`src/rtl/tbpoll_pkg.sv`:
```
package tbpoll_pkg;
  typedef enum logic [1:0] {
    RES_DONE = 2'b00,
    RES_PROT = 2'b01,
    RES_TMO  = 2'b10
  } res_e;

  typedef enum logic [1:0] {
    RD_IDLE,
    RD_SETUP,
    RD_STROBE
  } rd_st_e;
endpackage

```
`src/rtl/tbpoll_rdcyc.sv`:
```
module tbpoll_rdcyc
  import tbpoll_pkg::*;
#(
  parameter int DW        = 16,
  parameter int SETUP_CYC = 1,
  parameter int OE_CYC    = 3
) (
  input  logic          clk_i,
  input  logic          rst_ni,
  input  logic          go_i,
  input  logic [DW-1:0] dq_i,
  output logic          ce_no,
  output logic          oe_no,
  output logic          vld_o,
  output logic [DW-1:0] data_o
);
  localparam int MAXC = (SETUP_CYC > OE_CYC) ? SETUP_CYC : OE_CYC;
  localparam int CW   = $clog2(MAXC + 1);

  rd_st_e        st_q;
  logic [CW-1:0] cnt_q;
  logic          vld_q;
  logic [DW-1:0] data_q;

  always_ff @(posedge clk_i or negedge rst_ni) begin
    if (!rst_ni) begin
      st_q   <= RD_IDLE;
      cnt_q  <= '0;
      vld_q  <= 1'b0;
      data_q <= '0;
    end else begin
      vld_q <= 1'b0;
      unique case (st_q)
        RD_IDLE: begin
          if (go_i) begin
            st_q  <= RD_SETUP;
            cnt_q <= '0;
          end
        end
        RD_SETUP: begin
          if (cnt_q == CW'(SETUP_CYC - 1)) begin
            st_q  <= RD_STROBE;
            cnt_q <= '0;
          end else begin
            cnt_q <= cnt_q + 1'b1;
          end
        end
        RD_STROBE: begin
          if (cnt_q == CW'(OE_CYC - 1)) begin
            st_q   <= RD_IDLE;
            data_q <= dq_i;
            vld_q  <= 1'b1;
          end else begin
            cnt_q <= cnt_q + 1'b1;
          end
        end
        default: st_q <= RD_IDLE;
      endcase
    end
  end

  // address is never touched while strobing, so both strobes move together
  assign ce_no  = (st_q != RD_STROBE);
  assign oe_no  = (st_q != RD_STROBE);
  assign vld_o  = vld_q;
  assign data_o = data_q;

  // strobe width checker
  logic [CW:0] low_run_q;
  always_ff @(posedge clk_i or negedge rst_ni) begin
    if (!rst_ni)     low_run_q <= '0;
    else if (!oe_no) low_run_q <= low_run_q + 1'b1;
    else             low_run_q <= '0;
  end

  AST_STROBE_LEN: assert property (@(posedge clk_i) disable iff (!rst_ni)
    $rose(oe_no) |-> (low_run_q == (CW+1)'(OE_CYC))) else $error("strobe width");

  AST_GO_WHEN_IDLE: assert property (@(posedge clk_i) disable iff (!rst_ni)
    go_i |-> (st_q == RD_IDLE)) else $error("read request while busy");
endmodule

```
`src/rtl/tbpoll_timer.sv`:
```
module tbpoll_timer #(
  parameter int TW             = 24,
  parameter int PROG_PROT_CYC  = 50,
  parameter int ERASE_PROT_CYC = 20000
) (
  input  logic          clk_i,
  input  logic          rst_ni,
  input  logic          clr_i,
  input  logic          run_i,
  input  logic          erase_i,
  input  logic [TW-1:0] lim_i,
  output logic          tmo_o,
  output logic          in_win_o
);
  localparam int PWB = $clog2(PROG_PROT_CYC + 1);
  localparam int EWB = $clog2(ERASE_PROT_CYC + 1);
  localparam int WW  = (PWB > EWB) ? PWB : EWB;
  localparam int EW  = (TW > WW) ? TW : WW;

  logic [EW-1:0] el_q;

  always_ff @(posedge clk_i or negedge rst_ni) begin
    if (!rst_ni)                        el_q <= '0;
    else if (clr_i)                     el_q <= '0;
    else if (run_i && (el_q != '1))     el_q <= el_q + 1'b1;
  end

  assign tmo_o    = (el_q >= EW'(lim_i));
  assign in_win_o = erase_i ? (el_q < EW'(ERASE_PROT_CYC))
                            : (el_q < EW'(PROG_PROT_CYC));

  AST_EL_MONO: assert property (@(posedge clk_i) disable iff (!rst_ni)
    (run_i && !clr_i) |=> (el_q >= $past(el_q))) else $error("elapsed went back");
endmodule

```
`src/rtl/tbpoll_judge.sv`:
```
module tbpoll_judge
  import tbpoll_pkg::*;
#(
  parameter int DW     = 16,
  parameter int TB_BIT = 6
) (
  input  logic          clk_i,
  input  logic          rst_ni,
  input  logic          clr_i,
  input  logic          eval_i,
  input  logic [DW-1:0] data_i,
  input  logic [DW-1:0] exp_i,
  input  logic          tmo_i,
  input  logic          in_win_i,
  output logic          fin_o,
  output res_e          res_o,
  output logic          pass_o
);
  logic have_q, prev_q, conf_q;
  logic tb, settle, match;

  assign tb     = data_i[TB_BIT];
  assign match  = (data_i == exp_i);
  assign settle = have_q && (tb == prev_q);

  // a pending confirmation always completes, timeout only between reads
  assign fin_o  = eval_i && (conf_q || (!settle && tmo_i));

  always_comb begin
    if (conf_q) res_o = (in_win_i && !match) ? RES_PROT : RES_DONE;
    else        res_o = RES_TMO;
  end
  assign pass_o = conf_q && match;

  always_ff @(posedge clk_i or negedge rst_ni) begin
    if (!rst_ni) begin
      have_q <= 1'b0;
      prev_q <= 1'b0;
      conf_q <= 1'b0;
    end else if (clr_i) begin
      have_q <= 1'b0;
      conf_q <= 1'b0;
    end else if (eval_i && !fin_o) begin
      have_q <= 1'b1;
      prev_q <= tb;
      conf_q <= settle;
    end
  end

  AST_CONF_NEEDS_PREV: assert property (@(posedge clk_i) disable iff (!rst_ni)
    $rose(conf_q) |-> have_q) else $error("confirm without history");
endmodule

```
`src/rtl/tbpoll_ctrl.sv`:
```
module tbpoll_ctrl
  import tbpoll_pkg::*;
#(
  parameter int AW             = 21,
  parameter int DW             = 16,
  parameter int TB_BIT         = 6,
  parameter int SETUP_CYC      = 1,
  parameter int OE_CYC         = 3,
  parameter int TW             = 24,
  parameter int PROG_PROT_CYC  = 50,
  parameter int ERASE_PROT_CYC = 20000
) (
  input  logic          clk_i,
  input  logic          rst_ni,
  input  logic          start_i,
  input  logic          erase_i,
  input  logic [AW-1:0] addr_i,
  input  logic [DW-1:0] exp_data_i,
  input  logic [TW-1:0] timeout_lim_i,
  output logic [AW-1:0] flash_addr_o,
  output logic          flash_ce_no,
  output logic          flash_oe_no,
  input  logic [DW-1:0] flash_dq_i,
  output logic          busy_o,
  output logic          done_o,
  output logic [1:0]    result_o,
  output logic          pass_o
);
  logic          busy_q, done_q, pass_q, erase_q;
  logic [AW-1:0] addr_q;
  logic [DW-1:0] exp_q;
  logic [TW-1:0] lim_q;
  res_e          res_q;

  logic          accept, go, vld, fin, tmo, in_win, pass_c;
  logic [DW-1:0] rd_data;
  res_e          res_c;

  assign accept = start_i && !busy_q;
  assign go     = accept || (vld && !fin);

  tbpoll_rdcyc #(.DW(DW), .SETUP_CYC(SETUP_CYC), .OE_CYC(OE_CYC)) u_rd (
    .clk_i (clk_i),
    .rst_ni(rst_ni),
    .go_i  (go),
    .dq_i  (flash_dq_i),
    .ce_no (flash_ce_no),
    .oe_no (flash_oe_no),
    .vld_o (vld),
    .data_o(rd_data)
  );

  tbpoll_timer #(.TW(TW), .PROG_PROT_CYC(PROG_PROT_CYC),
                 .ERASE_PROT_CYC(ERASE_PROT_CYC)) u_tmr (
    .clk_i   (clk_i),
    .rst_ni  (rst_ni),
    .clr_i   (accept),
    .run_i   (busy_q),
    .erase_i (erase_q),
    .lim_i   (lim_q),
    .tmo_o   (tmo),
    .in_win_o(in_win)
  );

  tbpoll_judge #(.DW(DW), .TB_BIT(TB_BIT)) u_jdg (
    .clk_i   (clk_i),
    .rst_ni  (rst_ni),
    .clr_i   (accept),
    .eval_i  (vld),
    .data_i  (rd_data),
    .exp_i   (exp_q),
    .tmo_i   (tmo),
    .in_win_i(in_win),
    .fin_o   (fin),
    .res_o   (res_c),
    .pass_o  (pass_c)
  );

  always_ff @(posedge clk_i or negedge rst_ni) begin
    if (!rst_ni) begin
      busy_q  <= 1'b0;
      done_q  <= 1'b0;
      pass_q  <= 1'b0;
      erase_q <= 1'b0;
      addr_q  <= '0;
      exp_q   <= '0;
      lim_q   <= '0;
      res_q   <= RES_DONE;
    end else begin
      done_q <= 1'b0;
      if (accept) begin
        busy_q  <= 1'b1;
        erase_q <= erase_i;
        addr_q  <= addr_i;
        exp_q   <= exp_data_i;
        lim_q   <= timeout_lim_i;
      end else if (fin) begin
        busy_q <= 1'b0;
        done_q <= 1'b1;
        res_q  <= res_c;
        pass_q <= pass_c;
      end
    end
  end

  assign flash_addr_o = addr_q;
  assign busy_o       = busy_q;
  assign done_o       = done_q;
  assign result_o     = res_q;
  assign pass_o       = pass_q;

  AST_IDLE_BUS: assert property (@(posedge clk_i) disable iff (!rst_ni)
    !busy_o |-> (flash_ce_no && flash_oe_no)) else $error("bus active while idle");

  AST_ADDR_QUIET: assert property (@(posedge clk_i) disable iff (!rst_ni)
    (flash_addr_o != $past(flash_addr_o)) |-> (flash_ce_no && flash_oe_no)) else $error("addr moved under strobe");

  AST_DONE_PULSE: assert property (@(posedge clk_i) disable iff (!rst_ni)
    done_o |=> !done_o) else $error("done longer than a cycle");

  AST_DONE_FREE: assert property (@(posedge clk_i) disable iff (!rst_ni)
    done_o |-> !busy_o) else $error("done while busy");

  AST_PASS_ONLY_DONE: assert property (@(posedge clk_i) disable iff (!rst_ni)
    (done_o && pass_o) |-> (result_o == RES_DONE)) else $error("pass with bad result");
endmodule

```
`config.mk`:
```
export PLATFORM = sky130hd
export DESIGN_NAME = tbpoll_ctrl
export DESIGN_NICKNAME = d
export VERILOG_FILES = /design/src/rtl/tbpoll_pkg.sv /design/src/rtl/tbpoll_rdcyc.sv /design/src/rtl/tbpoll_timer.sv /design/src/rtl/tbpoll_judge.sv /design/src/rtl/tbpoll_ctrl.sv
export SDC_FILE = /design/constraint.sdc
export NUM_CORES = 1
export LEC_CHECK = 0
export BUFFER_PORTS_ARGS = -buffer_cell sky130_fd_sc_hd__buf_4
export CORE_UTILIZATION = 55
export CTS_CLUSTER_SIZE = 8
export DETAILED_ROUTE_END_ITERATION = 7
export PLACE_DENSITY = 0.79
export SYNTH_ARGS = -nofsm -noshare
export SYNTH_HDL_FRONTEND = slang
export SYNTH_HIERARCHICAL = 1
export SYNTH_SLANG_ARGS = --single-unit
```
`constraint.sdc`:
```
create_clock -name clk_i -period 3.7 [get_ports clk_i]
set_input_delay 0.185 -clock clk_i [delete_from_list [all_inputs] [get_ports clk_i]]
set_output_delay 0.185 -clock clk_i [all_outputs]
set_load 0.01 [all_outputs]
```
---- Yosys cells after proc, flatten, opt, wreduce, memory -nomap -nowiden ----
Index checks and enable logic that the tools add are counted.
operators by class
  add/sub/neg operators ................... 2
  order comparisons ....................... 3
  eq/ne operators ......................... 11
  muxes and demuxes ....................... 23
  bitwise logic cells ..................... 1
  reduce and logical (&&, ||, !) cells .... 25
operators with widths
  cell                     number
  $mux W24                 2
  $add A24 B1 Y24 const B  1
  $ge A24 B24 Y1           1
  $lt A24 B15 Y1 const B   1
  $lt A24 B6 Y1 const B    1
  $ne A24 B24 Y1 const B   1
  $eq A16 B16 Y1           1
  $mux W2                  7
  $mux W1                  12
  $pmux W2 S3              2
  $logic_and A1 B1 Y1      8
  $ne A2 B2 Y1 const B     3
  $reduce_and A2 Y1        3
  $reduce_and A3 Y1        2
  $reduce_bool A2 Y1       3
  $eq A2 B2 Y1 const B     2
  $logic_not A1 Y1         4
  $logic_not A2 Y1         2
  $ne A2 B1 Y1 const B     2
  $reduce_bool A3 Y1       1
  $add A2 B1 Y2 const B    1
  $eq A2 B1 Y1 const B     1
  $logic_or A1 B1 Y1       2
  $eq A1 B1 Y1             1
  $not A1 Y1               1
word-level totals
  register bits after elaboration ......... 115
  bits of input ports ..................... 81
  output and inout bits ................... 28

---- Depth between registers and ports, before layout ----
Gate-level depths: netlist of the first run.
  word-level depth ........................ 11
  mapped depth ............................ 13

---- Modules after synthesis ----
Netlist of the first run, hierarchy kept.
by module, submodules not included
  module        instances  cells each  area an instance (um^2)  sequential area each (um^2)
  tbpoll_ctrl   1          277         2576.2                   1676.6
  tbpoll_timer  1          235         2044.5                   600.6
  tbpoll_rdcyc  1          68          1033.5                   525.5
  tbpoll_judge  1          40          339.1                    75.1

---- Worst setup path after synthesis of the first run ----
OpenSTA, ideal clock, no wires.
  path kind ............................... reg-to-reg
  from .................................... reg u_tmr.el_q[2]
  to ...................................... reg u_rd.st_q[0]
  library setup time ...................... 0.125 ns
  arrival time ............................ 2.499 ns
  data required time ...................... 3.575 ns
  slack ................................... 1.077 ns
  stages on the path, launching flop included .. 12
  path buffers ............................ 0
  period minus slack after synthesis ...... 2.623 ns
  path through ............................ dfrtp_1 -> ha_1 -> a211oi_1 -> a2111oi_0 -> o21ai_0 -> nand4_1 -> a21oi_1 -> nor2b_1 -> o21ai_0 -> nor2b_4 -> a221oi_1 -> mux2_2
between the ends
  longest elaborated chain between the ends .. 9
ends and longest elaborated chain
  what                                RTL line            RTL
  start, declared                     tbpoll_timer.sv:20  logic [EW-1:0] el_q;
  start signal, assigned              tbpoll_timer.sv:25  else if (run_i && (el_q != '1)) el_q <= el_q + 1'b1;
  $ge A24 B24 Y1                      tbpoll_timer.sv:28  assign tmo_o = (el_q >= EW'(lim_i));
  via tmo                             tbpoll_ctrl.sv:35   logic accept, go, vld, fin, tmo, in_win, pass_c;
  $logic_and A1 B1 Y1                 tbpoll_judge.sv:27  assign fin_o = eval_i && (conf_q || (!settle && tmo_i));
  $logic_or A1 B1 Y1                  tbpoll_judge.sv:27
  $logic_and A1 B1 Y1                 tbpoll_judge.sv:27
  via fin                             tbpoll_ctrl.sv:35
  $logic_not A1 Y1                    tbpoll_ctrl.sv:40   assign go = accept || (vld && !fin);
  $logic_and A1 B1 Y1                 tbpoll_ctrl.sv:40
  $logic_or A1 B1 Y1                  tbpoll_ctrl.sv:40
  via go                              tbpoll_ctrl.sv:35
  $ne A2 B2 Y1 (no source line)       --
  $reduce_and A3 Y1 (no source line)  --
  end signal, assigned                tbpoll_rdcyc.sv:42  st_q <= RD_STROBE;
  end signal, assigned                tbpoll_rdcyc.sv:50  st_q <= RD_IDLE;
  end signal, assigned                tbpoll_rdcyc.sv:57  default: st_q <= RD_IDLE;
  end, declared                       tbpoll_rdcyc.sv:20  rd_st_e st_q;
The timed path passes the listed nets, and every way through them passes these cells.
A chain may end at the register's enable or synchronous reset.

---- Worst setup path after layout of the first run ----
  from .................................... reg u_tmr.el_q[2]
  to ...................................... reg u_rd.st_q[1]
The elaborated chain is that of the path after synthesis.

==> implementation parameters, run 1 <==
Parameter                              Value

Status
  Run status    completed

Clocking
  CTS H-tree depth    4
  Worst skew pair latency    roughly 530 ps
  Clock Tree Buf Depth    2
  CTS tree    done
  Clock Sink Count    ~120
  Clock slew at the register clock pins of the worst setup and hold paths    about 60 ps
  Number of buffers created by CTS    17
  Root Driver    sky130_fd_sc_hd__clkbuf_8

Logic synthesis
  Unique masters post-synth    56
  Top FF cell, synth    sky130_fd_sc_hd__dfrtp_1
  Async set-reset flop share out of synthesis    100%
  Syn Inst Count    a little over 600
  Dominant cell type by area after synthesis    sky130_fd_sc_hd__dfrtp_1
  Syn. warnings    6
  Per-instance average area after synthesis    between 9 and 10 sq um
  Post-synth design cell area    5990 sq um
  Top area cells in the synthesized netlist    sky130_fd_sc_hd__dfrtp_1 (48%), sky130_fd_sc_hd__nand2_1 (13%), sky130_fd_sc_hd__ha_1 (7.1%)
  Share of the yosys chip area belonging to registers    48.0%
  Seq cells post-synth    between 100 and 150
  Area share of the largest cell type after synthesis    48.0%
  Net count after synthesis    approximately 740
  Post-synth EDFFs    0

Floorplanning
  Die outline width    around 110 um
  Effective utilization at floorplan    a little under three fifths
  Core outline area    10500 sq um
  Die Area    about 11000 sq um
  Standard-cell row count    37
  Die Y    approximately 110 um
  Number of top-level design ports    around 110

Timing
  RSZ-0062 raised after global routing    no
  Post-route clock skew    11.5 ps
  Setup_tns    0 ps
  Crit share post-route    84.7%
  Final hold violations    0
  Worst hold slack    between 300 and 400 ps
  F_max    approximately 320 MHz
  Total setup violations reported at the end of the flow    0
  Fin. max-slew vios    0
  Slew margin rel.    a little under two fifths
  Clock period minus final worst setup slack    ~3100 ps
  Least-Margin Pin Slew    932 ps

Route
  Total iterations of the first detailed-routing run    5
  Wire length per cell    around 17 um
  Remaining design rule violation count    0
  DR iter-0 viols    288
  Antenna-violating nets left    0
  Vias per Instance    around 5.5
  Number of vias in the routed layout    5189
  Final routed wirelength across all metal layers    roughly 16000 um

Setup path
  Highest net fanout along the worst path    7
  Arrival time reported for the critical path endpoint    roughly 3500 ps
  Classification of the worst setup path    register to register
  Type of element capturing the critical path    register
  Startpoint kind of the worst setup timing path    register
  WP data required    around 4000 ps

Power
  Pwr Density    471 nW/um^2
  Peak supply drop    between 400 and 500 uV
  Leakage Power    between 4 and 5 nW

Finish
  Most frequent cells in the layout    sky130_fd_sc_hd__nand2_1 (203), sky130_fd_sc_hd__dfrtp_1 (115), sky130_fd_sc_hd__buf_4 (110)
  Most common library cell in the layout ignoring fill and taps    sky130_fd_sc_hd__nand2_1
  Share of final-layout standard cells stronger than drive strength 1    22.3%
  Post-route insts no fill    952
  Antenna cells    0
  Post-route cell area    ~8200 sq um
  Synthesis-to-finish area growth    36.7%
  Nets    918

Flow run
  Max-Cap Viols    0

Place
  Half-perimeter wire length of the detailed placement result    between 9000 and 10000 um
  Placed inst area    6770 sq um
  Port bufs    around 110
  Cell count after placement    approximately 840
  Weighted congestion at the end of routability-driven global placement    around 0.85

GRT
  Overall global routing resource usage    between 30% and 40%
  Antenna violations before repair    0
  Largest net degree at the start of global routing    91
  Global-route wire length before repair    roughly 27000 um
  Number of global-route vias before repair    5673
  Total gr overflow    0

Hold path
  Class of the worst hold path    input port to asynchronous set/reset pin
## final timing paths
path / from / to / slack (ps) / cells past startpoint
max in group asynchronous: rst_ni / u_rd/st_q[0]$_DFFE_PN0P_ / 2510 / 3
worst min register to register: lim_q[22]$_DFFE_PN0P_ / lim_q[22]$_DFFE_PN0P_ / 480 / 2
worst min-delay path: rst_ni / flash_addr_o[15]$_DFFE_PN0P_ / 300 / 2
worst max-delay path: u_tmr/el_q[2]$_DFFE_PN0P_ / u_rd/st_q[1]$_DFFE_PN0P_ / 570 / 11
worst max register to register: u_tmr/el_q[2]$_DFFE_PN0P_ / u_rd/st_q[1]$_DFFE_PN0P_ / 570 / 11
min in group clk_i: addr_i[14] / flash_addr_o[14]$_DFFE_PN0P_ / 390 / 4
## where the power goes
part	switching (mW)	internal (mW)
Clock	0.607	1.14
Sequential	0.156	1.36
Combinational	0.290	0.303
Total	1.05	2.80
## layout make-up
class | instances | area (sq um)
flip-flops and latches | 115 | 2880
inverters | 39 | 149
fillers | 668 | 2270
clock inverters | 13 | 194
well taps | 136 | 170
multi-input cells | 441 | 2750
clock buffers | 19 | 442
repair buffers | 189 | 1620
## cell families (layout without fill, tap and decap cells)
| logic type | after synthesis | count (layout) | synth area share [%] |
|---|---|---|---|
| mux | 24 | 24 | 5.20 |
| xor+xnor | 36 | 36 | 5.26 |
| compound gates | 50 | 50 | 5.18 |
| fa+ha+maj | 34 | 34 | 7.10 |
| buf+inv | 64 | 260 | 6.16 |
| simple gates | 297 | 297 | 23.1 |
| flops | 115 | 115 | 48.0 |
## state kept, by name, summed over array words and instances, names as in the netlist
register,count
u_rd/data_o,16
exp_q,16
u_jdg/conf_q,1
u_rd/st_q,2
u_rd/vld_o,1
erase_q,1
busy_o,1
u_jdg/prev_q,1
u_rd/cnt_q,2
done_o,1
pass_o,1
flash_addr_o,21
lim_q,24
u_tmr/el_q,24
u_jdg/have_q,1
result_o,2
## what timing repair did
item | CTS | global route
endpoints found under the hold margin | 139 | 0
setup buffers | 0 | 0
hold buffers | 79 | 0
resized for setup | 0 | 0
endpoints found under the setup margin | 0 | 0
## metal layers
layer | share of wire (%) | up-vias | GRT usage, % | wire (um)
li1 | - | 2408 | - | -
met1 | 38 | 2540 | 34.0 | 6260
met2 | 52 | 181 | 55.4 | 8530
met3 | 4.9 | 60 | 8.34 | 800
met4 | 4.3 | 0 | 16.2 | 695
met5 | 0 | - | 0 | 0
## cells in the mapped netlist, types with 2 or more instances
cell / count
sky130_fd_sc_hd__nor2b_1: 3
sky130_fd_sc_hd__and4_1: 3
sky130_fd_sc_hd__a21oi_1: 22
sky130_fd_sc_hd__nand4_4: 2
sky130_fd_sc_hd__buf_2: 7
sky130_fd_sc_hd__mux2_2: 9
sky130_fd_sc_hd__o31ai_1: 2
sky130_fd_sc_hd__mux2i_1: 3
sky130_fd_sc_hd__nor2_1: 27
sky130_fd_sc_hd__and3_2: 2
sky130_fd_sc_hd__nor4_2: 2
sky130_fd_sc_hd__nand4_1: 14
sky130_fd_sc_hd__ha_1: 34
sky130_fd_sc_hd__nand3_1: 6
sky130_fd_sc_hd__clkbuf_4: 2
sky130_fd_sc_hd__dfrtp_1: 115
sky130_fd_sc_hd__nor4_1: 10
sky130_fd_sc_hd__buf_6: 11
sky130_fd_sc_hd__a221oi_1: 2
sky130_fd_sc_hd__a211oi_1: 4
sky130_fd_sc_hd__nor3b_1: 2
sky130_fd_sc_hd__xor2_1: 16
sky130_fd_sc_hd__o21ai_0: 10
sky130_fd_sc_hd__nor3_1: 8
sky130_fd_sc_hd__xnor2_1: 20
sky130_fd_sc_hd__and3_1: 3
sky130_fd_sc_hd__o211ai_1: 2
sky130_fd_sc_hd__mux2_4: 12
sky130_fd_sc_hd__nand2_1: 203
sky130_fd_sc_hd__inv_1: 38
## worst max-delay path: stages (launching register included)
cell and delay (ps):
sky130_fd_sc_hd__dfrtp_1 440, sky130_fd_sc_hd__ha_1 320, sky130_fd_sc_hd__a211oi_1 250, sky130_fd_sc_hd__a2111oi_0 150, sky130_fd_sc_hd__o21ai_0 230, sky130_fd_sc_hd__nand4_1 200
sky130_fd_sc_hd__a21oi_1 180, sky130_fd_sc_hd__nor2b_1 90, sky130_fd_sc_hd__o21ai_0 320, sky130_fd_sc_hd__nor2b_4 90, sky130_fd_sc_hd__a221oi_1 360, sky130_fd_sc_hd__mux2_2 390
## stage by stage
step                power (mW)  setup slack [ps]  utilization, %
global placement          2.00               805            64.7
global route              4.02               349            78.3
detailed placement        2.04               624            64.7
finish                    3.86               567            78.3
CTS                       3.86               602            78.3
floorplan                 1.83              1080               -
No activity file was read; power rests on OpenSTA's default activity.
==> inputs of run 2 (changes only) <==
clock period = 2.9 ns   (was 3.7 ns; I/O delays follow)
==> run 2 against run 1 <==
Against the previous run:
- cell count is 1.9% higher
- sequential cell count unchanged
- highest routed layer unchanged
- clock skew is 0.75 ps lower
- register-to-register slack got worse by 420 ps
- worst hold slack worse by 220 ps
- largest cell class unchanged
==> implementation parameters, run 2 (same netlist as run 1, synthesis figures left out) <==
Parameter                              Value

Status
  Run status    completed

Route
  Vias per Instance    5.40 (-0.97%)
  Antenna-violating nets left    0 (unchanged)
  Total iterations of the first detailed-routing run    6 (+1)
  Final routed wirelength across all metal layers    16900 um (+4.0%)
  Number of vias in the routed layout    5236 (+0.91%)
  Remaining design rule violation count    0 (unchanged)
  DR iter-0 viols    381 (+32%)
  Wire length per cell    17.5 um (+2.1%)

Finish
  Most frequent cells in the layout    sky130_fd_sc_hd__nand2_1 (203), sky130_fd_sc_hd__buf_4 (127), sky130_fd_sc_hd__dfrtp_1 (115)
  Number of filler instances in the final layout    618 (-7.5%)
  Post-route cell area    8340 sq um (+1.7%)
  Nets    937 (+2.1%)
  Most common library cell in the layout ignoring fill and taps    sky130_fd_sc_hd__nand2_1
  Post-route insts no fill    970 (+1.9%)
  Synthesis-to-finish area growth    39.1%
  Share of final-layout standard cells stronger than drive strength 1    24.2% (+1.9 points)

Setup path
  Critical path startpoint    u_tmr/el_q[0]$_DFFE_PN0P_
  Endpoint of the most critical register-to-register path    u_rd/st_q[1]$_DFFE_PN0P_
  Critical path capture point    u_rd/st_q[1]$_DFFE_PN0P_
  Cells on worst reg2reg path    12 (+1)
  WP data required    3310 ps (-800 ps)
  Startpoint kind of the worst setup timing path    register
  Classification of the worst setup path    register to register
  Type of element capturing the critical path    register
  Arrival time reported for the critical path endpoint    3160 ps (-380 ps)
  Slack of the worst reg-to-reg path    150 ps (-420 ps)
  Critical R2R Launch    u_tmr/el_q[0]$_DFFE_PN0P_
  Highest net fanout along the worst path    4 (-3)

GRT
  Antenna violations before repair    1 (+1)
  Global-route wire length before repair    26800 um (-0.31%)
  Overall global routing resource usage    31.2% (about the same)
  Total gr overflow    0 (unchanged)
  Largest net degree at the start of global routing    78 (-14%)
  Number of global-route vias before repair    5671 (-0.035%)

Floorplanning
  Die Y    106 um (unchanged)
  Die outline width    106 um (unchanged)
  Standard-cell row count    37 (unchanged)
  Number of top-level design ports    109 (unchanged)
  Die Area    11300 sq um (unchanged)
  Core outline area    10500 sq um (unchanged)
  Effective utilization at floorplan    57.3% (unchanged)

Clocking
  Worst skew pair latency    530 ps (about the same)
  CTS H-tree depth    4 (unchanged)
  Root Driver    sky130_fd_sc_hd__clkbuf_8
  Clock Tree Buf Depth    2 (unchanged)
  CTS tree    done
  Number of buffers created by CTS    17 (unchanged)
  Clock Sink Count    115 (unchanged)
  Clock slew at the register clock pins of the worst setup and hold paths    60 ps (about the same)

Timing
  F_max    363 MHz (+14%)
  Total setup violations reported at the end of the flow    0 (unchanged)
  Least-Margin Pin Slew    806 ps (-125 ps)
  Clock period minus final worst setup slack    2750 ps (-381 ps)
  Post-route clock skew    10.8 ps (-0.755 ps)
  Worst hold slack    87.9 ps (-217 ps)
  Final hold violations    0 (unchanged)
  Crit share post-route    94.9% (+10 points)
  Setup_tns    0 ps (unchanged)
  Fin. max-slew vios    0 (unchanged)
  Slew margin rel.    45.8% (+7.9 points)

Place
  Port bufs    108 (unchanged)
  Half-perimeter wire length of the detailed placement result    9280 um (+2.4%)
  Weighted congestion at the end of routability-driven global placement    0.873 (+2.5%)
  Cell count after placement    859 (+2.1%)
  Placed inst area    6930 sq um (+2.4%)

Power
  Power, Total    4.90 mW (+27%)
  Peak supply drop    541 uV (+16%)
  Pwr Density    588 nW/um^2 (+25%)
  Leakage Power    4.22 nW (+1.8%)

Hold path
  Critical hold path startpoint    start_i
  Class of the worst hold path    input port to register

Flow run
  Max-Cap Viols    0 (unchanged)
run 2: cell count changes in the layout (fill, tap and decap cells not counted), moves of 2 or more:
cell / previous run / this run
sky130_fd_sc_hd__buf_12: 0 / 2
sky130_fd_sc_hd__buf_4: 110 / 127
sky130_fd_sc_hd__clkbuf_1: 0 / 2
sky130_fd_sc_hd__clkinv_4: 3 / 1
sky130_fd_sc_hd__clkinvlp_4: 1 / 3
sky130_fd_sc_hd__inv_6: 4 / 0
sky130_fd_sc_hd__o21ai_0: 10 / 8
run 2: area by class of cell:
cell class	instances	area (sq um)	area share, %
clock buffer	21	449	5.39
tap	136	170	2.04
multi-input combinational	441	2770	33.2
inverter	39	149	1.79
antenna	1	2.50	0.0300
sequential	115	2880	34.5
timing repair buffer	208	1780	21.4
clock inverter	9	131	1.58
run 2: timing repair:
action	4_1_cts	5_1_grt
resized for setup	3	5
endpoints found under the hold margin	116	0
hold buffers	79	0
pin swaps	0	2
buffers inserted	0	1
endpoints found under the setup margin	2	4
run 2: stage by stage:
stage | util (%) | setup WS (ps)
3_5_place_dp | 66.2 | -170
3_3_place_gp | 66.2 | 32.6
5_1_grt | 79.7 | -57.9
6_report | 79.7 | 148
2_1_floorplan | - | 277
4_1_cts | 79.4 | 59.0
run 2: critical path: stages (launching register included):
cell and delay, ps:
sky130_fd_sc_hd__dfrtp_1 430, sky130_fd_sc_hd__inv_1 70, sky130_fd_sc_hd__ha_1 280, sky130_fd_sc_hd__o211ai_1 240
sky130_fd_sc_hd__a2111oi_2 120, sky130_fd_sc_hd__o21ai_1 180, sky130_fd_sc_hd__nand4_1 180, sky130_fd_sc_hd__a21oi_2 200
sky130_fd_sc_hd__nor2b_1 110, sky130_fd_sc_hd__o21ai_2 170, sky130_fd_sc_hd__nor2b_4 70, sky130_fd_sc_hd__a221oi_2 210
sky130_fd_sc_hd__mux2_2 370
run 2: layer usage:
layer | vias to the layer above | global-route usage (%) | wire [um]
met1 | 2539 | 34.3 | 6480
met2 | 191 | 56.1 | 8970
met4 | 0 | 15.3 | 712
met3 | 54 | 7.48 | 783
li1 | 2452 | - | -
met5 | - | 0 | 0
run 2: power breakdown:
part / internal, mW / switching [mW]
clock network: 1.34 / 0.741
registers: 1.74 / 0.127
logic: 0.461 / 0.489
total: 3.54 / 1.36
run 2: worst min-delay path by stage:
stage,endpoint,cells past startpoint
finish,flash_addr_o[6]$_DFFE_PN0P_,4
global route,flash_addr_o[6]$_DFFE_PN0P_,4
CTS,flash_addr_o[6]$_DFFE_PN0P_,4
detailed placement,u_tmr/el_q[5]$_DFFE_PN0P_,1
global placement,lim_q[4]$_DFFE_PN0P_,1
floorplan,busy_o$_DFFE_PN0P_,0
==> inputs of run 3 (changes only) <==
ABC_CLOCK_PERIOD_IN_PS = 2990   (was default)
clock period = 2.99 ns   (was 2.9 ns; I/O delays follow)
==> run 3 against run 2 <==
Against the previous run:
- via count is essentially flat
- sequential cell count is the same
- first-iteration DRC count shrank 16%
- clock power is essentially flat
- register-to-register slack gained 60 ps
- sequential power is essentially flat
- critical path type unchanged
- critical endpoint unchanged
- largest power group unchanged
==> implementation parameters, run 3 (same netlist as run 1, synthesis figures left out) <==
Parameter                              Value

Setup path
  Master of the slowest instance on the critical path    sky130_fd_sc_hd__dfrtp_1
  Endpoint of the most critical register-to-register path    u_rd/st_q[1]$_DFFE_PN0P_
  Classification of the worst setup path    register to register
  Arrival time reported for the critical path endpoint    3200 ps (+40 ps)
  Critical R2R Launch    u_tmr/el_q[2]$_DFFE_PN0P_
  Cell Chain, Critical Path    ha_1, a211oi_1, a2111oi_0, o21ai_1, nand4_1, a21oi_1, nor2b_1, o21ai_1, nor2b_4, a221oi_2, mux2_2
  Startpoint kind of the worst setup timing path    register
  WP data required    3410 ps (+100 ps)
  Highest net fanout along the worst path    7 (+3)
  Highest cell delay on the worst timing path    440 ps (about the same)
  Type of element capturing the critical path    register
  Worst path most repeated cell    sky130_fd_sc_hd__o21ai_1
  Critical path startpoint    u_tmr/el_q[2]$_DFFE_PN0P_
  Cells on worst reg2reg path    11 (-1)
  Slack of the worst reg-to-reg path    210 ps (+60 ps)

Finish
  Post-layout util    78.8% (-0.84 points)
  Footprint of the flip-flops and latches    2880 sq um (unchanged)
  Nets    928 (-0.96%)
  Synthesis-to-finish area growth    37.6%
  Number of filler instances in the final layout    631 (+2.1%)
  Antenna cells    0 (-1)
  Share of final-layout standard cells stronger than drive strength 1    23.4% (-0.88 points)
  Most common library cell in the layout ignoring fill and taps    sky130_fd_sc_hd__nand2_1
  Multi-input gate area in the final layout    2750 sq um (-0.68%)
  Post-route cell area    8250 sq um (-1.1%)
  Post-route insts no fill    962 (-0.82%)
  Most frequent cells in the layout    sky130_fd_sc_hd__nand2_1 (203), sky130_fd_sc_hd__buf_4 (119), sky130_fd_sc_hd__dfrtp_1 (115)

Route
  Remaining design rule violation count    0 (unchanged)
  Number of vias in the routed layout    5234 (-0.038%)
  DR iter-0 viols    321 (-16%)
  Wire length per cell    17.2 um (-1.4%)
  Vias per Instance    5.44 (+0.79%)
  Final routed wirelength across all metal layers    16600 um (-2.2%)
  Antenna-violating nets left    0 (unchanged)
  Total iterations of the first detailed-routing run    5 (-1)

Timing
  Worst hold slack    82.5 ps (-5.36 ps)
  Crit share post-route    93.0% (-1.9 points)
  Slew margin rel.    35.3% (-11 points)
  Post-route clock skew    9.06 ps (-1.72 ps)
  Fin. max-slew vios    0 (unchanged)
  F_max    360 MHz (-1.0%)
  Clock period minus final worst setup slack    2780 ps (+28.2 ps)
  Post-route worst setup slack    210 ps (+61.8 ps)
  Final hold violations    0 (unchanged)
  Total setup violations reported at the end of the flow    0 (unchanged)
  Setup_tns    0 ps (unchanged)
  Least-Margin Pin Slew    971 ps (+165 ps)
  RSZ-0062 raised after global routing    no

GRT
  Overall global routing resource usage    30.9% (-0.27 points)
  Largest net degree at the start of global routing    76 (-2.6%)
  Global-route wire length before repair    26700 um (-0.28%)
  Number of global-route vias before repair    5515 (-2.8%)
  Total gr overflow    0 (unchanged)
  Antenna violations before repair    0 (-1)

Hold path
  Class of the worst hold path    input port to register
  Terminating pin of the worst hold path    lim_q[17]$_DFFE_PN0P_
  Min-Delay Path Depth    4 (unchanged)
  Critical hold path startpoint    start_i

Power
  Peak supply drop    492 uV (-9.0%)
  Pwr Density    568 nW/um^2 (-3.3%)
  Leakage Power    4.18 nW (-0.83%)
  Power, Total    4.69 mW (-4.3%)

Floorplanning
  Core outline area    10500 sq um (unchanged)
  Die Area    11300 sq um (unchanged)
  Standard-cell row count    37 (unchanged)
  Effective utilization at floorplan    57.3% (unchanged)
  Die outline width    106 um (unchanged)
  Die Y    106 um (unchanged)
  Number of top-level design ports    109 (unchanged)

Clocking
  Number of buffers created by CTS    17 (unchanged)
  Clock Sink Count    115 (unchanged)
  Clock slew at the register clock pins of the worst setup and hold paths    60 ps (about the same)
  Worst skew pair latency    530 ps (about the same)
  Clock Tree Buf Depth    2 (unchanged)
  Postcts setup bufs    0 (unchanged)
  CTS H-tree depth    4 (unchanged)
  Root Driver    sky130_fd_sc_hd__clkbuf_8
  CTS tree    done

Place
  Worst slack at placement    -3.50 ps (+166 ps)
  Cell count after placement    851 (-0.93%)
  Half-perimeter wire length of the detailed placement result    9120 um (-1.7%)
  Weighted congestion at the end of routability-driven global placement    0.861 (-1.3%)
  Port bufs    108 (unchanged)
  Placed inst area    6860 sq um (-1.0%)

Status
  Run status    completed

Flow run
  Max-Cap Viols    0 (unchanged)
[run 3: cell count changes in the layout (fill, tap and decap cells not counted), moves of 2 or more]
cell,change
sky130_fd_sc_hd__buf_4,-8
sky130_fd_sc_hd__clkbuf_1,-2
sky130_fd_sc_hd__clkbuf_8,-2
sky130_fd_sc_hd__clkinv_2,+2
sky130_fd_sc_hd__clkinv_4,+2
sky130_fd_sc_hd__inv_6,+2
[run 3: layer usage]
metal	global-route usage (%)	routed length (um)	up-vias
met5	0	0	-
li1	-	-	2432
met4	14.6	526	0
met3	7.30	789	45
met1	35.2	6540	2573
met2	54.6	8710	184
[run 3: cell type report]
cell class              count  area share, %
flip-flops and latches    115           34.9
multi-input cells         441           33.4
repair buffers            199           20.7
clock buffers              17           5.02
clock inverters            15           2.18
well taps                 136           2.06
inverters                  39           1.81
[run 3: report_power, final]
part | total (mW) | switching (mW) | internal, mW
Clock | 2.05 | 0.770 | 1.28
Sequential | 1.84 | 0.158 | 1.69
Combinational | 0.797 | 0.399 | 0.398
[run 3: how the worst max path moves through the flow]
stage                          endpoint  slack (ps)  cells past startpoint
2_1_floorplan  u_rd/st_q[0]$_DFFE_PN0P_         370                     11
3_3_place_gp   u_rd/st_q[1]$_DFFE_PN0P_         100                     11
3_5_place_dp   u_rd/st_q[0]$_DFFE_PN0P_          -4                     11
4_1_cts        u_rd/st_q[1]$_DFFE_PN0P_          70                     11
5_1_grt        u_rd/st_q[1]$_DFFE_PN0P_          40                     11
6_report       u_rd/st_q[1]$_DFFE_PN0P_         210                     11
[run 3: worst max-delay path: cells and delay by family, from the launching register on]
family	cells	cell delay, ps
adder cells (fa/ha/maj)	1	330
AO/OA/AOI/OAI	6	1170
multiplexers	1	380
AND/OR/NAND/NOR	3	350
flip-flops	1	440
[run 3: timing repair]
item,in CTS,in global routing
resized for setup,1,2
pin swaps,0,0
endpoints found under the hold margin,152,0
setup endpoints to repair,2,2
hold buffers,79,0
